### src/rtl/adc_cmp_pkg.sv
package adc_cmp_pkg;
  localparam int unsigned CODE_W = 10;
  localparam logic [4:0] A_CTRL0  = 5'h00;
  localparam logic [4:0] A_CTRL1  = 5'h01;
  localparam logic [4:0] A_MODE   = 5'h02;
  localparam logic [4:0] A_CMPRES = 5'h03;

  typedef enum logic [1:0] {ST_IDLE, ST_PEND, ST_RUN} run_state_t;
endpackage

### src/rtl/adc_tick_sel.sv
module adc_tick_sel (
  input  logic pf2_tick,
  input  logic pf4_tick,
  input  logic pf8_tick,
  input  logic sel_hi,
  input  logic sel_lo,
  input  logic res10,
  output logic tick
);
  always_comb begin
    unique case ({sel_hi, sel_lo})
      2'b00:   tick = pf8_tick;
      2'b01:   tick = pf4_tick;
      2'b10:   tick = pf2_tick;
      default: tick = res10 ? pf2_tick : 1'b1;
    endcase
  end
endmodule

### src/rtl/adc_settle.sv
module adc_settle #(
  parameter int unsigned SETTLE_CYC = 100
) (
  input  logic clk,
  input  logic rst_n,
  input  logic ladder_off,
  output logic settled
);
  localparam int unsigned CNT_W = $clog2(SETTLE_CYC + 1);
  localparam logic [CNT_W-1:0] LOAD = CNT_W'(SETTLE_CYC);

  logic [CNT_W-1:0] cnt_q;

  always_ff @(posedge clk or negedge rst_n) begin
    if (!rst_n)               cnt_q <= LOAD;
    else if (ladder_off)      cnt_q <= LOAD;
    else if (cnt_q != '0)     cnt_q <= cnt_q - 1'b1;
  end

  assign settled = !ladder_off && (cnt_q == '0);
endmodule

### src/rtl/adc_sar_core.sv
module adc_sar_core
  import adc_cmp_pkg::*;
#(
  parameter int unsigned BITS = CODE_W
) (
  input  logic            clk,
  input  logic            rst_n,
  input  logic            start,
  input  logic            ready,
  input  logic            cmp_mode,
  input  logic [BITS-3:0] thresh,
  input  logic            tick,
  input  logic            cmp_in,
  output logic            busy,
  output logic            running,
  output logic            done,
  output logic [BITS-1:0] fin_val,
  output logic [BITS-1:0] dac_code
);
  localparam int unsigned STEP_W = $clog2(BITS);
  localparam logic [STEP_W-1:0] TOP_STEP = STEP_W'(BITS - 1);

  run_state_t        state_q;
  logic [BITS-1:0]   acc_q;
  logic [STEP_W-1:0] step_q;
  logic [BITS-1:0]   trial_bit;

  assign trial_bit = BITS'(1) << step_q;
  assign busy      = (state_q != ST_IDLE);
  assign running   = (state_q == ST_RUN);
  assign done      = running && ready && tick && (cmp_mode || step_q == '0);
  assign fin_val   = cmp_in ? (acc_q | trial_bit) : acc_q;

  always_comb begin
    if (!running)     dac_code = '0;
    else if (cmp_mode) dac_code = {thresh, 2'b10};
    else              dac_code = acc_q | trial_bit;
  end

  always_ff @(posedge clk or negedge rst_n) begin
    if (!rst_n) begin
      state_q <= ST_IDLE;
      acc_q   <= '0;
      step_q  <= '0;
    end else begin
      unique case (state_q)
        ST_IDLE: if (start) state_q <= ST_PEND;
        ST_PEND: if (ready) begin
          state_q <= ST_RUN;
          acc_q   <= '0;
          step_q  <= TOP_STEP;
        end
        ST_RUN: begin
          if (!ready) state_q <= ST_IDLE;
          else if (tick) begin
            if (cmp_in) acc_q <= acc_q | trial_bit;
            if (cmp_mode || step_q == '0) state_q <= ST_IDLE;
            else step_q <= step_q - 1'b1;
          end
        end
        default: state_q <= ST_IDLE;
      endcase
    end
  end
endmodule

### src/rtl/adc_cmp_ctrl.sv
module adc_cmp_ctrl
  import adc_cmp_pkg::*;
#(
  parameter int unsigned NCH    = 8,
  parameter int unsigned CLK_HZ = 100_000_000
) (
  input  logic                     clk,
  input  logic                     rst_n,
  input  logic                     pf2_tick,
  input  logic                     pf4_tick,
  input  logic                     pf8_tick,
  input  logic                     reg_wr,
  input  logic [4:0]               reg_addr,
  input  logic [7:0]               reg_wdata,
  output logic [7:0]               reg_rdata,
  input  logic                     cmp_in,
  output logic [CODE_W-1:0]        dac_code,
  output logic [$clog2(NCH)-1:0]   chan_sel,
  output logic                     ladder_en,
  output logic                     busy
);
  localparam int unsigned CH_W   = $clog2(NCH);
  localparam int unsigned SETTLE = (CLK_HZ + 999_999) / 1_000_000;

  // control state
  logic            sel_lo_q, sel_hi_q, res10_q, ladder_off_q;
  logic [CH_W-1:0] chan_q;
  logic [NCH-1:0]  mode_q, cmpres_q;
  logic [7:0]      even_q [NCH];
  logic [1:0]      odd_q  [NCH];

  logic conv_tick, settled, running, done, run_cmp, wr_free, start;
  logic [CODE_W-1:0] fin_val;
  logic              res_area;
  logic [CH_W-1:0]   addr_ch;

  assign wr_free  = reg_wr && !busy;
  assign start    = wr_free && (reg_addr == A_CTRL0) && reg_wdata[6];
  assign run_cmp  = mode_q[chan_q];
  assign res_area = reg_addr[4] && (int'(reg_addr[3:1]) < NCH);
  assign addr_ch  = CH_W'(reg_addr[3:1]);
  assign chan_sel = chan_q;
  assign ladder_en = !ladder_off_q;

  adc_tick_sel u_tick (
    .pf2_tick (pf2_tick),
    .pf4_tick (pf4_tick),
    .pf8_tick (pf8_tick),
    .sel_hi   (sel_hi_q),
    .sel_lo   (sel_lo_q),
    .res10    (res10_q),
    .tick     (conv_tick)
  );

  adc_settle #(.SETTLE_CYC(SETTLE)) u_settle (
    .clk        (clk),
    .rst_n      (rst_n),
    .ladder_off (ladder_off_q),
    .settled    (settled)
  );

  adc_sar_core #(.BITS(CODE_W)) u_core (
    .clk      (clk),
    .rst_n    (rst_n),
    .start    (start),
    .ready    (settled),
    .cmp_mode (run_cmp),
    .thresh   (even_q[chan_q]),
    .tick     (conv_tick),
    .cmp_in   (cmp_in),
    .busy     (busy),
    .running  (running),
    .done     (done),
    .fin_val  (fin_val),
    .dac_code (dac_code)
  );

  always_ff @(posedge clk or negedge rst_n) begin
    if (!rst_n) begin
      sel_lo_q     <= 1'b0;
      chan_q       <= '0;
      sel_hi_q     <= 1'b0;
      res10_q      <= 1'b0;
      ladder_off_q <= 1'b1;
      mode_q       <= '0;
    end else begin
      if (wr_free && reg_addr == A_CTRL0) begin
        sel_lo_q <= reg_wdata[7];
        chan_q   <= CH_W'(reg_wdata[2:0]);
      end
      if (reg_wr && reg_addr == A_CTRL1) begin
        res10_q      <= reg_wdata[3];
        sel_hi_q     <= reg_wdata[4];
        ladder_off_q <= reg_wdata[5];
      end
      if (wr_free && reg_addr == A_MODE) mode_q <= reg_wdata[NCH-1:0];
    end
  end

  for (genvar g = 0; g < NCH; g++) begin : g_ch
    logic store_adc, wr_even, wr_odd;
    assign store_adc = done && (chan_q == CH_W'(g)) && !mode_q[g];
    assign wr_even   = wr_free && res_area && (addr_ch == CH_W'(g)) && !reg_addr[0];
    assign wr_odd    = wr_free && res_area && (addr_ch == CH_W'(g)) &&  reg_addr[0];

    always_ff @(posedge clk or negedge rst_n) begin
      if (!rst_n) begin
        even_q[g]   <= '0;
        odd_q[g]    <= '0;
        cmpres_q[g] <= 1'b0;
      end else begin
        if (store_adc) begin
          if (res10_q) begin
            even_q[g] <= fin_val[7:0];
            odd_q[g]  <= fin_val[9:8];
          end else begin
            even_q[g] <= fin_val[9:2];
            odd_q[g]  <= 2'b00;
          end
        end else if (wr_even) begin
          even_q[g] <= reg_wdata;
        end else if (wr_odd) begin
          odd_q[g]  <= reg_wdata[1:0];
        end
        if (done && (chan_q == CH_W'(g)) && mode_q[g]) cmpres_q[g] <= cmp_in;
      end
    end
  end

  always_comb begin
    reg_rdata = 8'h00;
    if (res_area) begin
      reg_rdata = reg_addr[0] ? {6'b0, odd_q[addr_ch]} : even_q[addr_ch];
    end else begin
      unique case (reg_addr)
        A_CTRL0:  reg_rdata = {sel_lo_q, busy, 3'b000, 3'(chan_q)};
        A_CTRL1:  reg_rdata = {2'b00, ladder_off_q, sel_hi_q, res10_q, 3'b000};
        A_MODE:   reg_rdata = 8'(mode_q);
        A_CMPRES: reg_rdata = 8'(cmpres_q);
        default:  reg_rdata = 8'h00;
      endcase
    end
  end
endmodule

### config.mk
export PLATFORM = sky130hd
export DESIGN_NAME = adc_cmp_ctrl
export DESIGN_NICKNAME = d
export VERILOG_FILES = /design/src/rtl/adc_cmp_pkg.sv /design/src/rtl/adc_tick_sel.sv /design/src/rtl/adc_settle.sv /design/src/rtl/adc_sar_core.sv /design/src/rtl/adc_cmp_ctrl.sv
export SDC_FILE = /design/constraint.sdc
export NUM_CORES = 1
export LEC_CHECK = 0
export BUFFER_PORTS_ARGS = -buffer_cell sky130_fd_sc_hd__buf_4
export CAP_MARGIN = 15
export CORE_MARGIN = 1
export CORE_UTILIZATION = 61
export CTS_BUF_LIST = sky130_fd_sc_hd__clkbuf_4
export CTS_CLUSTER_SIZE = 12
export DETAILED_ROUTE_END_ITERATION = 7
export PLACE_DENSITY = 0.86
export REMOVE_ABC_BUFFERS = 1
export SETUP_SLACK_MARGIN = 0.4
export SLEW_MARGIN = 20
export SYNTH_ARGS = -nofsm -noshare
export SYNTH_HDL_FRONTEND = slang
export SYNTH_SLANG_ARGS = --single-unit
export TNS_END_PERCENT = 50
### constraint.sdc
create_clock -name clk -period 3.55 [get_ports clk]
set_clock_uncertainty 0.1 [all_clocks]
set_input_delay 0.5325 -clock clk [delete_from_list [all_inputs] [get_ports clk]]
set_output_delay 0.5325 -clock clk [all_outputs]
set_load 0.03 [all_outputs]
==> metrics.cfg <==
[power_and_ir_drop]
powerDensity_mw_per_mm2=635
clockPowerShare=0.189
internal-power_mw=3.36
leakage_nw=4.11
switchingPower_mw=2.31
pwr-share-seq=0.392
ir_worst_vdd_uv=397
p_comb_frac=0.419
switching_share=0.407

[floorplanning]
core_area_mm2=0.0127
ioPinCount=43
dieArea_mm2=0.0136
die_x_um=117
rows=41
start_util=0.629
fp.dieH_um=117

[worst_setup_path]
reg2reg_to=even_q[55]
start_kind=flop
crit_fanout=5
timing.rr.start=u_core.state_q[0]
endpoint_kind=output port
critPathKind=reg -> out
reg2reg_depth=8
cp.required_ns=2.92
cp.arrival_ns=2.55
ff2ff_setup_slack_ns=0.53

[synthesis]
synth_top_family_by_area=multiplexers
synth-seq-cells=126
synthMuxAreaShare=0.382
synth_xor_area_frac=0.00328
ys_seq_area_frac=0.395
syn_area_per_cell_um2=11.9
synthAdderAreaFrac=0.0172
syn_area_mm2=0.00800
async_reset_ff_frac=1.00
synth_edf_count=0
syn_inst=673
ys.warnings.count=0
synth_ff_type=dfrtp_1
synth-compound-area-share=0.0796
synth-simple-area-share=0.0848
yosysUniqueCellTypes=53

[sta]
slew_headroom=0.274
layout_setup_ws_ns=0.372
hold_viol_final=0
max_freq_mhz=315
setup-violations-final=0
timing.final.crit_share=0.895
rsz0062_at_grt=yes
final.setup.tns_ns=0
hold_ws_ns=0.213
tightest_slew_ns=1.07
slew_violations=0
post-route-min-period_ns=3.18

[routing]
drc=0
drtIter0Drc=840
vias=6250
drt_first_pass_iters=5
routedWlPerCell_um=25.1
ant_nets=0
wl_um=22500
via_per_inst=6.98

[cells_and_area]
fillerInstances=896
fin_area_mm2=0.00892
diodes=0
drive_gt1_frac=0.272
synthToLayoutAreaGrowth_pct=11.6
finalNonFillerCells=895
fin_nets=741

[placement]
gp_congestion=0.927
pre_cts_ws_ns=0.612
port_buffers=42
placed_area_mm2=0.00846
dpl.hpwl_um=14800
dpl.cell_count=853

[outcome]
status=finished, final reports clean

[worst_hold_path]
holdPathStages=2
min-delay-start=reg_wdata[7]
hp-class=in -> reg
holdPathEnd=mode_q[7]

[grt]
grt-ovfl-total=0
grt_use_total=0.352
grt_pass1_wl_um=34900
antenna_found_initial=0
grt_max_degree=90
grt_pass1_vias=6256

[clock_tree]
clkTransAtPathRegs_ns=0.12
cts-root-buf=clkbuf_4
cts_made_buffers=17
tritoncts=built
cts_max_level=4
clock_sinks=126
clockBufferDepth=2
clock_latency_ns=0.55

[flow_run]
max-cap-violations=0

==> through the flow <==
stage,power [mW],utilization
after floorplan,3.66,-
after global placement,4.30,0.665
after detailed placement,4.43,0.665
after CTS,5.57,0.696
after global routing,5.95,0.702
final,5.67,0.702
==> flip-flops by register name (all words and copies together) (netlist names) <==
name            count
chan_sel            3
cmpres_q            8
even_q             64
ladder_off_q        1
mode_q              8
odd_q              16
res10_q             1
sel_hi_q            1
sel_lo_q            1
u_core.acc_q       10
u_core.state_q      2
u_core.step_q       4
u_settle.cnt_q      7
==> worst max-delay path by stage <==
stage / startpoint / to / slack, ns / cells past startpoint
after floorplan: chan_sel[0] / even_q[48] / -0.51 / 5
after global placement: u_core.state_q[0] / even_q[55] / 0.70 / 8
after detailed placement: chan_sel[0] / odd_q[13] / 0.61 / 6
after CTS: chan_sel[0] / dac_code[2] / 0.38 / 6
after global routing: chan_sel[0] / dac_code[2] / 0.32 / 6
final: chan_sel[0] / dac_code[2] / 0.37 / 6
==> layout by cell type (no fill, tap or decap), types with 7 or more instances in the layout <==
cell type  netlist  layout
mux2i_1        183     180
nand4b_1         8       8
o21ai_0         11      11
a22oi_1          7       7
clkbuf_4         0      17
buf_4            5      68
nand2_1         16      16
a22o_1           9       9
inv_1           15      15
and3_1           7       7
a211oi_1        10       7
nor2_1          32      32
dfrtp_1        122     121
a21oi_1         19      19
mux4_2          36      38
ha_1            11      11
a41oi_1         10      10
mux2_2          37      35
==> layer usage <==
layer	wire (µm)	share of wire	GRT usage
met5	0	0	0
met1	8840	0.39	0.452
met4	846	0.038	0.170
met2	10600	0.47	0.548
met3	2210	0.098	0.105
==> power by group through the flow <==
stage	Sequential [mW]	Combinational [mW]	Clock, mW
after floorplan	2.19	1.47	0
after global placement	2.20	2.10	0
after detailed placement	2.24	2.19	0
after CTS	2.20	2.29	1.07
after global routing	2.27	2.54	1.14
final	2.22	2.37	1.07
==> what timing repair did <==
action / in CTS / in global routing
setup buffers: 4 / 3
pin swaps: 0 / 6
gates resized for setup: 7 / 11
hold endpoints to repair: 34 / 0
hold buffers: 1 / 0
endpoints found under the setup margin: 9 / 56
cloned: 2 / 0
==> kinds of logic (layout without fill, tap and decap cells) <==
family / after synthesis / after routing
AND/OR/NAND/NOR: 116 / 116
XOR/XNOR: 3 / 3
flip-flops: 126 / 126
multiplexers: 256 / 258
adder cells (fa/ha/maj): 11 / 11
buffers and inverters: 71 / 119
AO/OA/AOI/OAI: 90 / 90
==> critical path: stages, from the launching register on <==
cell and delay [ns]:
dfrtp_2 0.43, buf_4 0.16, mux2_4 0.32, mux4_2 0.58, o31ai_2 0.26, a21oi_1 0.08, buf_4 0.18
==> layout make-up <==
type | instances | area (µm²) | share of cell area
clock inverters | 15 | 171 | 0.0192
repair buffers | 72 | 563 | 0.0631
clock buffers | 17 | 128 | 0.0143
multi-input cells | 478 | 4630 | 0.519
well taps | 172 | 215 | 0.0241
inverters | 15 | 56.3 | 0.00631
flip-flops and latches | 126 | 3160 | 0.354
==> synth_stat cells (all sizes together), types with 4 or more instances <==
cell,count,area share
a21oi,19,0.012
nand2b,6,0.0047
a41oi,10,0.011
a211oi,10,0.0094
nor2,33,0.016
ha,11,0.017
a31oi,4,0.0031
clkbuf,31,0.015
buf,25,0.016
dfrtp,122,0.38
mux2,37,0.052
nand2,16,0.0075
a22oi,7,0.0066
mux4,36,0.10
mux2i,183,0.23
nor3b,4,0.0038
and3,7,0.0055
nor2b,6,0.0047
a22o,9,0.0099
o31ai,5,0.0047
nor4b,6,0.0089
dfstp,4,0.013
nand4b,8,0.0088
nand3,6,0.0038
inv,15,0.0070
o21ai,13,0.0081
nand4,5,0.0039
Note: power is estimated with default switching activity, not from simulation.
